`src/rtl/tmr_pkg.sv`:
```
package tmr_pkg;
  typedef enum logic [2:0] {
    OM_FREEZE    = 3'd0,
    OM_TOGGLE    = 3'd1,
    OM_PWM_BELOW = 3'd6,
    OM_PWM_ABOVE = 3'd7
  } out_mode_e;

  typedef enum logic [1:0] {
    SL_RESET   = 2'd0,
    SL_GATE    = 2'd1,
    SL_TRIGGER = 2'd2,
    SL_NONE    = 2'd3
  } slave_mode_e;

  localparam int FLG_UPDATE  = 0;
  localparam int FLG_TRIGGER = 1;
  localparam int FLG_CMP0    = 2;
endpackage

```
`src/rtl/tmr_prescaler.sv`:
```
module tmr_prescaler #(
  parameter int W = 16
) (
  input  logic         clk,
  input  logic         rst_n,
  input  logic [W-1:0] psc_in,
  input  logic         load,
  input  logic         clr,
  input  logic         cnt_en,
  output logic         tick
);
  logic [W-1:0] psc_sh, pre_q;

  always_ff @(posedge clk or negedge rst_n) begin
    if (!rst_n) begin
      psc_sh <= '0;
      pre_q  <= '0;
    end else begin
      if (load) psc_sh <= psc_in;
      if (clr) pre_q <= '0;
      else if (cnt_en) pre_q <= (pre_q == psc_sh) ? '0 : pre_q + W'(1);
    end
  end

  assign tick = cnt_en && !clr && (pre_q == psc_sh);

  AST_PRE_IN_RANGE: assert property (@(posedge clk) disable iff (!rst_n) pre_q <= psc_sh);
endmodule

```
`src/rtl/tmr_counter.sv`:
```
module tmr_counter
  import tmr_pkg::*;
#(
  parameter int W = 16
) (
  input  logic         clk,
  input  logic         rst_n,
  input  logic         enable,
  input  logic         count_down,
  input  logic         center_mode,
  input  logic         one_pulse,
  input  logic         slave_en,
  input  logic [1:0]   slave_mode,
  input  logic         trig_in,
  input  logic         trig_rise,
  input  logic         tick,
  input  logic [W-1:0] arr_in,
  output logic [W-1:0] cnt,
  output logic         pre_clr,
  output logic         cnt_en,
  output logic         shd_load,
  output logic         uev
);
  logic [W-1:0] cnt_q, arr_sh, cnt_nx, start_live, start_sh;
  logic run_q, done_q, cdir_q, cdir_nx, at_peak, at_end, uev_end;
  logic gate_mode, trig_mode, rst_mode, rst_evt;

  assign gate_mode = slave_en && (slave_mode == SL_GATE);
  assign trig_mode = slave_en && (slave_mode == SL_TRIGGER);
  assign rst_mode  = slave_en && (slave_mode == SL_RESET);
  assign rst_evt   = run_q && rst_mode && trig_rise;
  assign cnt_en    = run_q && (!gate_mode || trig_in);
  assign pre_clr   = !run_q || rst_evt;

  assign start_live = (count_down && !center_mode) ? arr_in : '0;
  assign start_sh   = (count_down && !center_mode) ? arr_sh : '0;

  always_comb begin
    cnt_nx  = cnt_q;
    cdir_nx = 1'b0;
    at_peak = 1'b0;
    at_end  = 1'b0;
    if (center_mode) begin
      cdir_nx = cdir_q;
      if (!cdir_q) begin
        if ({1'b0, cnt_q} + {{W{1'b0}}, 1'b1} >= {1'b0, arr_sh}) begin
          cnt_nx  = arr_sh;
          cdir_nx = 1'b1;
          at_peak = 1'b1;
        end else cnt_nx = cnt_q + W'(1);
      end else begin
        if (cnt_q <= W'(1)) begin
          cnt_nx  = '0;
          cdir_nx = 1'b0;
          at_end  = 1'b1;
        end else cnt_nx = cnt_q - W'(1);
      end
    end else if (count_down) begin
      if (cnt_q == '0) begin
        cnt_nx = arr_in;
        at_end = 1'b1;
      end else cnt_nx = cnt_q - W'(1);
    end else begin
      if (cnt_q >= arr_sh) begin
        cnt_nx = '0;
        at_end = 1'b1;
      end else cnt_nx = cnt_q + W'(1);
    end
  end

  assign uev_end  = tick && at_end;
  assign uev      = tick && (at_end || at_peak);
  assign shd_load = !run_q || uev_end;

  always_ff @(posedge clk or negedge rst_n) begin
    if (!rst_n) begin
      cnt_q  <= '0;
      arr_sh <= '0;
      run_q  <= 1'b0;
      done_q <= 1'b0;
      cdir_q <= 1'b0;
    end else begin
      if (shd_load) arr_sh <= arr_in;
      if (!enable) begin
        run_q  <= 1'b0;
        done_q <= 1'b0;
      end else if (uev_end && one_pulse) begin
        run_q  <= 1'b0;
        done_q <= 1'b1;
      end else if (!run_q && (trig_mode ? trig_rise : !done_q)) begin
        run_q <= 1'b1;
      end
      if (!run_q) begin
        cnt_q  <= start_live;
        cdir_q <= 1'b0;
      end else if (rst_evt) begin
        cnt_q  <= start_sh;
        cdir_q <= 1'b0;
      end else if (tick) begin
        cnt_q  <= cnt_nx;
        cdir_q <= cdir_nx;
      end
    end
  end

  assign cnt = cnt_q;

  AST_CNT_IN_RANGE: assert property (@(posedge clk) disable iff (!rst_n) cnt_q <= arr_sh);
  AST_GATE_HOLDS: assert property (@(posedge clk) disable iff (!rst_n) (run_q && enable && gate_mode && !trig_in) |=> $stable(cnt_q));
  AST_ONE_PULSE_STOP: assert property (@(posedge clk) disable iff (!rst_n) (enable && one_pulse && uev_end) |=> !run_q);
  AST_TRIG_WAIT: assert property (@(posedge clk) disable iff (!rst_n) (trig_mode && !run_q && !trig_rise) |=> !run_q);
endmodule

```
`src/rtl/tmr_channel.sv`:
```
module tmr_channel
  import tmr_pkg::*;
#(
  parameter int W = 16
) (
  input  logic         clk,
  input  logic         rst_n,
  input  logic [W-1:0] cmp_in,
  input  logic         load,
  input  logic         adv,
  input  logic [W-1:0] cnt,
  input  logic         ch_en,
  input  logic [2:0]   mode,
  output logic         match,
  output logic         pwm
);
  logic [W-1:0] cmp_sh;
  logic hold_q, below, is_pwm, is_hold, level;

  assign below   = cnt < cmp_sh;
  assign match   = adv && (cnt == cmp_sh);
  assign is_pwm  = (mode == OM_PWM_BELOW) || (mode == OM_PWM_ABOVE);
  assign is_hold = !is_pwm && (mode != OM_TOGGLE);
  assign level   = (mode == OM_PWM_BELOW) ? below : (mode == OM_PWM_ABOVE) ? !below : hold_q;

  always_ff @(posedge clk or negedge rst_n) begin
    if (!rst_n) begin
      cmp_sh <= '0;
      hold_q <= 1'b0;
    end else begin
      if (load) cmp_sh <= cmp_in;
      if (!ch_en) hold_q <= 1'b0;
      else if (is_pwm) hold_q <= level;
      else if (mode == OM_TOGGLE && match) hold_q <= !hold_q;
    end
  end

  assign pwm = ch_en && level;

  AST_FREEZE_HOLDS: assert property (@(posedge clk) disable iff (!rst_n) (ch_en && is_hold && $past(ch_en && is_hold)) |-> $stable(pwm));
endmodule

```
`src/rtl/pwm_timer_core.sv`:
```
module pwm_timer_core
  import tmr_pkg::*;
#(
  parameter int CNT_W = 16,
  parameter int N_CH  = 4
) (
  input  logic                  clk,
  input  logic                  rst_n,
  input  logic                  enable,
  input  logic                  count_down,
  input  logic                  center_mode,
  input  logic                  one_pulse,
  input  logic                  slave_en,
  input  logic [1:0]            slave_mode,
  input  logic                  trig_in,
  input  logic [CNT_W-1:0]      psc,
  input  logic [CNT_W-1:0]      arr,
  input  logic [N_CH*CNT_W-1:0] cmp,
  input  logic [N_CH*3-1:0]     ch_mode,
  input  logic [N_CH-1:0]       ch_en,
  input  logic [N_CH+1:0]       irq_mask,
  input  logic [N_CH+1:0]       flag_clr,
  output logic [CNT_W-1:0]      count,
  output logic [N_CH-1:0]       pwm_out,
  output logic [N_CH+1:0]       flags,
  output logic                  irq
);
  localparam int NF = N_CH + 2;

  logic trig_q, trig_rise, tick, pre_clr, cnt_en, shd_load, uev;
  logic [CNT_W-1:0] cnt;
  logic [N_CH-1:0] match;
  logic [NF-1:0] flag_set, flag_q;

  assign trig_rise = trig_in && !trig_q;

  tmr_prescaler #(.W(CNT_W)) u_pre (
    .clk(clk), .rst_n(rst_n), .psc_in(psc), .load(shd_load),
    .clr(pre_clr), .cnt_en(cnt_en), .tick(tick)
  );

  tmr_counter #(.W(CNT_W)) u_cnt (
    .clk(clk), .rst_n(rst_n), .enable(enable), .count_down(count_down),
    .center_mode(center_mode), .one_pulse(one_pulse), .slave_en(slave_en),
    .slave_mode(slave_mode), .trig_in(trig_in), .trig_rise(trig_rise),
    .tick(tick), .arr_in(arr), .cnt(cnt), .pre_clr(pre_clr),
    .cnt_en(cnt_en), .shd_load(shd_load), .uev(uev)
  );

  for (genvar i = 0; i < N_CH; i++) begin : g_ch
    tmr_channel #(.W(CNT_W)) u_ch (
      .clk(clk), .rst_n(rst_n), .cmp_in(cmp[i*CNT_W +: CNT_W]), .load(shd_load),
      .adv(tick), .cnt(cnt), .ch_en(ch_en[i]), .mode(ch_mode[i*3 +: 3]),
      .match(match[i]), .pwm(pwm_out[i])
    );
  end

  assign flag_set[FLG_UPDATE]           = uev;
  assign flag_set[FLG_TRIGGER]          = slave_en && trig_rise;
  assign flag_set[NF-1:FLG_CMP0]        = match;

  always_ff @(posedge clk or negedge rst_n) begin
    if (!rst_n) begin
      trig_q <= 1'b0;
      flag_q <= '0;
    end else begin
      trig_q <= trig_in;
      flag_q <= (flag_q & ~flag_clr) | flag_set;
    end
  end

  assign count = cnt;
  assign flags = flag_q;
  assign irq   = |(flag_q & irq_mask);

  for (genvar f = 0; f < NF; f++) begin : g_fchk
    AST_EVENT_BEATS_CLEAR: assert property (@(posedge clk) disable iff (!rst_n) flag_set[f] |=> flag_q[f]);
  end
endmodule

```
`config.mk`:
```
export PLATFORM = sky130hd
export DESIGN_NAME = pwm_timer_core
export DESIGN_NICKNAME = d
export VERILOG_FILES = /design/src/rtl/tmr_pkg.sv /design/src/rtl/tmr_prescaler.sv /design/src/rtl/tmr_counter.sv /design/src/rtl/tmr_channel.sv /design/src/rtl/pwm_timer_core.sv
export SDC_FILE = /design/constraint.sdc
export NUM_CORES = 1
export LEC_CHECK = 0
export ABC_AREA = 1
export CAP_MARGIN = 20
export CORE_ASPECT_RATIO = 1.75
export CORE_UTILIZATION = 59
export DETAILED_ROUTE_END_ITERATION = 8
export GPL_TIMING_DRIVEN = 0
export HOLD_SLACK_MARGIN = 0.08
export PLACE_DENSITY = 0.87
export RECOVER_POWER = 100
export SLEW_MARGIN = 20
export SYNTH_ARGS = -nofsm -noshare
export SYNTH_HDL_FRONTEND = slang
export SYNTH_SLANG_ARGS = --single-unit
```
`constraint.sdc`:
```
create_clock -name clk -period 8.2 [get_ports clk]
set_input_delay 1.23 -clock clk [delete_from_list [all_inputs] [get_ports clk]]
set_output_delay 1.23 -clock clk [all_outputs]
set_load 0.02 [all_outputs]
```
==> results of run 1 <==
routing by layer:
metal	up-vias	routed length, um
met5	-	0
met3	214	2480
met4	0	3550
met1	4865	11500
met2	517	17000
li1	4899	-
power groups by stage:
stage | combinational (mW) | clock [mW] | sequential, mW
2_1_floorplan | 0.533 | 0 | 0.846
3_3_place_gp | 0.804 | 0 | 0.884
3_5_place_dp | 0.835 | 0 | 0.885
4_1_cts | 0.849 | 0.806 | 0.874
5_1_grt | 0.935 | 0.838 | 0.881
6_report | 0.836 | 0.806 | 0.882
cell usage after synthesis (3+ instances only):
| library cell | instances |
|---|---|
| nor4_1 | 6 |
| inv_2 | 3 |
| nand3_1 | 61 |
| buf_6 | 11 |
| ha_1 | 101 |
| o211ai_1 | 6 |
| o21ai_0 | 59 |
| xor2_1 | 26 |
| a22oi_1 | 4 |
| nand2_1 | 359 |
| inv_1 | 201 |
| nor3_1 | 28 |
| a21oi_1 | 82 |
| o22ai_1 | 17 |
| nand3_2 | 3 |
| clkbuf_1 | 8 |
| o21ai_2 | 10 |
| buf_4 | 11 |
| o21ai_1 | 75 |
| nand4_1 | 26 |
| buf_2 | 11 |
| o21bai_1 | 4 |
| dfrtp_1 | 142 |
| xnor2_1 | 6 |
| nor2_1 | 88 |
| o21a_1 | 5 |
worst max-delay path by stage:
stage                  from  slack [ns]                 endpoint  cells after the start
6_report            trig_in        2.72  g_ch[2].u_ch.cmp_sh[15]                     15
5_1_grt             trig_in        2.59  g_ch[1].u_ch.cmp_sh[15]                     15
4_1_cts        u_cnt.cnt[0]        3.43               pwm_out[0]                     13
3_5_place_dp    irq_mask[3]        3.80                      irq                      5
3_3_place_gp          rst_n        0.20         u_cnt.arr_sh[15]                      1
2_1_floorplan  u_cnt.cnt[0]        5.03               pwm_out[2]                     12
critical path, cell delays in order:
cell           delay (ns)
dlygate4sd3_1        0.60
inv_1                0.07
nor2_1               0.08
nand3_1              0.24
inv_1                0.09
nor2_1               0.51
clkinv_1             0.24
nor2_1               0.19
nand3_1              0.20
clkinvlp_2           0.49
nand4_1              0.25
nand2_1              0.21
clkbuf_1             0.60
clkbuf_1             0.55
o21ai_0              0.19
layout make-up:
| class | count | share of cell area |
|---|---|---|
| inverters | 206 | 0.0619 |
| diodes | 1 | 0.000200 |
| repair buffers | 160 | 0.129 |
| well taps | 227 | 0.0227 |
| multi-input cells | 991 | 0.436 |
| flip-flops and latches | 142 | 0.283 |
| plain buffers | 44 | 0.0188 |
| clock buffers | 21 | 0.0375 |
| clock inverters | 10 | 0.0110 |
kinds of logic after synthesis:
| kind of cell | after synthesis |
|---|---|
| AO/OA/AOI/OAI | 274 |
| XOR/XNOR | 32 |
| adder cells (fa/ha/maj) | 101 |
| buffers and inverters | 250 |
| flip-flops | 142 |
| AND/OR/NAND/NOR | 584 |
stage by stage:
step | hold WS [ns] | setup slack (ns) | area (um2) | util
after floorplan | 0.482 | 5.03 | 10200 | -
after global placement | 0.502 | 0.202 | 12000 | 0.714
after detailed placement | 0.502 | 3.80 | 12100 | 0.716
after CTS | 0.522 | 3.43 | 12700 | 0.752
after global routing | 0.553 | 2.59 | 12500 | 0.743
final | 0.519 | 2.72 | 12500 | 0.743
flip-flops by register name (all words and copies together) (netlist names):
signal,count
flags,6
g_ch.u_ch.cmp_sh,64
g_ch.u_ch.hold_q,4
trig_q,1
u_cnt.arr_sh,16
u_cnt.cdir_q,1
u_cnt.cnt,16
u_cnt.done_q,1
u_cnt.run_q,1
u_pre.pre_q,16
u_pre.psc_sh,16
==> impl_results.md, run 1 <==
- Most common cell after layout, fill and taps aside: nand2_1
- Fraction of layout cells with a size suffix above 1: 0.0394
- Worst Path Max Fanout: 10
- Post-cts sizing count: 0
- Number of setup buffers added after CTS: 0
- Via count: 10500
- Clock root cell: clkbuf_16
- Reg2Reg Depth: 22
- Fill cells: 1349
- Max-slew headroom: -1.22
- Reg2reg start: u_cnt.cnt[2]
- Hold WC Path Type: reg2reg
- Synth Area in Compound Gates: 0.149
- Worst setup path class: in2reg
- Post-synth cell types: 46
- Worst Path Required: 8.47 ns
- Mux share of post-synthesis cell area: 0
- Core box area: 0.0169 mm2
- Switching power total: 0.926 mW
- Router iterations before antenna repair: 5
- Met2 Usage GRT: 0.680
- Top_reg_cell synth: dfrtp_1
- Num ports: 161
- Initial core utilization: 0.602
- Async set or reset register ratio after synthesis: 1.00
- Row Count: 63
- Vias/cell: 5.82
- Syn_nets: 1618
- Worst EP arrival: 5.76 ns
- Nets: 1797
- VDD IR max: 0.136 mV
- Area Overhead vs Synth: 23.3%
- Sequential area share after synthesis: 0.350
- Crit end category: flop
- Total GRT Usage: 0.402
- FF-to-FF End: u_cnt.cnt[4]
- Worst skew pair latency: 0.43 ns
- Internal Dissipation: 1.60 mW
- Sw Ratio: 0.367
- Met3 Usage GRT: 0.0728
- CTS tree: built
- Status: finished, violations left
- Final Wtd Congestion: 1.01
- Setup Viol. Count Final: 0
- Pin count of the biggest net entering global routing: 84
- Post-synth EDFFs: 0
- Power per cell area: 201 mW/mm2
- Cell area after synthesis: 0.0102 mm2
- Register area: 0.00355 mm2
- Clock Power Share: 0.319
- Die height: 176 um
- Final hold vios: 0
- Initial antenna violation count: 1
- Post-synthesis simple-gate area fraction: 0.242
- H-tree depth: 4
- Synth Warn #: 0
- Placed wire-length estimate: 26.1 mm
- GR peak layer: met2
- Avg Cell Area, Syn: 7.35 um2
- Reg2reg setup slack: 3.54 ns
- FMAX: 0.182 GHz
- Post-route ant nets: 0
- Number of global-route vias before repair: 10800
- Adder-Cell Fraction of Synth Area: 0.124
- Synth top area cells: dfrtp_1 35%, nand2_1 13%, ha_1 12%
- Drt wl/cell: 19.2 um
- PortBufs: 159
- Clock Path Buffers: 2
- Leakage: 6.17 nW
- Worst hold start: g_ch[0].u_ch.cmp_sh[6]
- Grt ovf: 0
- RSZ-0062 raised after global routing: no
- Layout Skew: 0.00939 ns
- Nature of the critical path startpoint: primary input
- Slew @ Worst Pin: 3.33 ns
- Detailed Route Iter0 Violations: 664
- Hold Path End: g_ch[0].u_ch.cmp_sh[6]
- Met1 Use GR: 0.402
- Area of the multi-input gates: 0.00546 mm2
- Comb power frac: 0.331
- First-pass GRT wire length: 53.2 mm
- Non-filler instance count after layout: 1802
- TNS Setup: 0 ns
- DRT Wirelength: 34.6 mm
- Synth area leader: dfrtp_1
- Most frequent cells in the layout: 360 x nand2_1, 202 x inv_1, 142 x dfrtp_1, 132 x o21ai_0, 130 x clkdlybuf4s50_1
- Synth Register Bits: 142
- # DRC: 0
- Post-synth top area share: 0.350
- Clock transition at path regs: 0.06 ns
- Die Span X: 101 um
- Final worst-path cycle share: 0.669
- Total power: 2.52 mW
- Clk sink count: 142
- Placed cell count: 1770
- Hold depth: 2
- Full die area: 0.0178 mm2
- # hold bufs at CTS: 0
- Sequential group share of total power: 0.349
- Min Clock Period, post-route: 5.48 ns
- Max-Cap Viols: 1
- Failing checks: capacitance limit, slew limit
- Post-synthesis xor/xnor area fraction: 0.0276
- Num CTS Buffers: 17
- Largest family of logic cells by synthesized area: simple AND/OR/NAND/NOR gates
- Final Max Slew Viols: 60
- Mapped Cells: 1383
Note: power is estimated with default switching activity, not from simulation.
==> run 2: changes to the inputs <==
--- a/config.mk
+++ b/config.mk
@@ -8,11 +8,11 @@
 export ABC_AREA = 1
 export CAP_MARGIN = 20
 export CORE_ASPECT_RATIO = 1.75
-export CORE_UTILIZATION = 59
+export CORE_UTILIZATION = 55
 export DETAILED_ROUTE_END_ITERATION = 8
 export GPL_TIMING_DRIVEN = 0
 export HOLD_SLACK_MARGIN = 0.08
-export PLACE_DENSITY = 0.87
+export PLACE_DENSITY = 0.82
 export RECOVER_POWER = 100
 export SLEW_MARGIN = 20
 export SYNTH_ARGS = -nofsm -noshare
==> constraint.sdc (replaced) <==
create_clock -name clk -period 5.5 [get_ports clk]
set_input_delay 0.825 -clock clk [delete_from_list [all_inputs] [get_ports clk]]
set_output_delay 0.825 -clock clk [all_outputs]
set_load 0.02 [all_outputs]
==> run 2 against run 1 <==
Compared with the run above: the flow still finishes with violations (capacitance limit, slew limit); register-to-register slack lost 2.6 ns; global-route usage shrank 0.72 points; hold slack gained 0.0077 ns; final cell count grew 0.44%; count of clock-buffer cells in the layout grew 1; critical path type unchanged; largest cell class unchanged.
==> impl_results.md, run 2 (same netlist as run 1, synthesis figures left out) <==
- Total power: 3.87 mW
- Worst skew pair latency: 0.43 ns
- H-tree depth: 4
- Die Span X: 105 um
- Setup Viol. Count Final: 0
- Max reg flops: 64
- Placed cell count: 1777
- Clk sink count: 142
- Nature of the critical path startpoint: primary input
- Final worst-path cycle share: 0.881
- Worst Path Max Fanout: 10
- Detailed Route Iter0 Violations: 711
- # DRC: 0
- Placed wire-length estimate: 27.6 mm
- Most frequent cells in the layout: 360 x nand2_1, 201 x inv_1, 142 x dfrtp_1, 131 x o21ai_0, 130 x clkdlybuf4s50_1
- Fill cells: 1541
- Layout Skew: 0.00850 ns
- PortBufs: 159
- Router iterations before antenna repair: 6
- VDD IR max: 0.261 mV
- Fraction of layout cells with a size suffix above 1: 0.0432
- Core box area: 0.0181 mm2
- Vias/cell: 5.77
- Non-filler instance count after layout: 1810
- Nets: 1797
- Slew @ Worst Pin: 3.71 ns
- Number of global-route vias before repair: 10500
- Via count: 10400
- Total GRT Usage: 0.395
- Drt wl/cell: 20.2 um
- Clock root cell: clkbuf_16
- Register name with the most flops: g_ch.u_ch.cmp_sh
- Initial core utilization: 0.563
- Num ports: 161
- Dpl cell area: 0.0121 mm2
- # hold bufs at CTS: 0
- Hold WC Path Type: reg2reg
- Final Max Slew Viols: 63
- RSZ-0062 raised after global routing: no
- CTS tree: built
- Clock transition at path regs: 0.06 ns
- Row Count: 65
- Power per cell area: 307 mW/mm2
- Final Wtd Congestion: 1.01
- Failing checks: capacitance limit, slew limit
- Final hold vios: 0
- Post-route ant nets: 0
- Reg2reg setup slack: 0.92 ns
- DRT Wirelength: 36.5 mm
- Full die area: 0.0190 mm2
- Status: finished, violations left
- First-pass GRT wire length: 55.9 mm
- Max-Cap Viols: 1
- Num CTS Buffers: 17
- Design area: 0.0126 mm2
- Final core occ: 0.699
- FMAX: 0.206 GHz
- Initial antenna violation count: 1
- Clock Path Buffers: 2
- Area Overhead vs Synth: 24.2%
- Worst EP arrival: 5.14 ns
- Die height: 182 um
- Pin count of the biggest net entering global routing: 81
- Post-cts sizing count: 0
- Most common cell after layout, fill and taps aside: nand2_1
- Grt ovf: 0
- Leakage: 6.21 nW
- Worst Path Required: 5.79 ns
- Worst setup path class: in2reg
- Max-slew headroom: -1.47
- Crit end category: flop
- Number of setup buffers added after CTS: 0
- Min Clock Period, post-route: 4.85 ns
- TNS Setup: 0 ns
[run 2: layout make-up]
class                   count  area, um2  share of cell area
flip-flops and latches    142       3550               0.282
diodes                      1       2.50            0.000198
well taps                 234        293              0.0232
repair buffers            160       1610               0.128
inverters                 206        776              0.0615
multi-input cells         991       5460               0.433
plain buffers              44        269              0.0213
clock buffers              22        464              0.0368
clock inverters            10        185              0.0147
[run 2: worst paths after layout]
path                                                to  cells after the start                   start
worst max-delay path                   u_cnt.arr_sh[9]                     15                 trig_in
worst min-delay path            g_ch[3].u_ch.cmp_sh[5]                      2  g_ch[3].u_ch.cmp_sh[5]
worst max register to register            u_cnt.cnt[4]                     22            u_cnt.cnt[2]
worst min register to register  g_ch[3].u_ch.cmp_sh[5]                      2  g_ch[3].u_ch.cmp_sh[5]
max in group asynchronous              u_cnt.arr_sh[2]                      1                   rst_n
min in group asynchronous              u_pre.psc_sh[2]                      1                   rst_n
[run 2: metrics by stage]
stage | hold slack (ns) | setup slack, ns
2_1_floorplan | 0.482 | 2.42
3_3_place_gp | 0.502 | -2.13
3_5_place_dp | 0.512 | 1.37
4_1_cts | 0.353 | 1.25
5_1_grt | 0.549 | 0.448
6_report | 0.527 | 0.655
[run 2: report_power, final]
part           internal, mW  total [mW]  leakage (nW)  switching (mW)
Combinational         0.496        1.27          4.12           0.769
Clock                 0.830        1.29         0.314           0.464
Sequential             1.14        1.31          1.77           0.168
[run 2: worst max-delay path: stages]
cell           delay (ns)
dlygate4sd3_1        0.58
inv_1                0.07
nor2_1               0.06
nand3_1              0.26
clkinv_1             0.12
nor2_1               0.54
clkinv_1             0.27
nor2_1               0.22
nand3_1              0.20
clkinvlp_2           0.51
nand4_1              0.25
nand2_1              0.21
clkbuf_1             0.59
buf_4                0.31
o21ai_0              0.11
[run 2: per-layer routing]
layer | vias to the layer above | GRT usage | routed length (um)
met5 | - | 0 | 0
met4 | 0 | 0.330 | 3530
met3 | 173 | 0.0750 | 2090
met2 | 463 | 0.711 | 18600
met1 | 4915 | 0.386 | 12300
li1 | 4896 | - | -
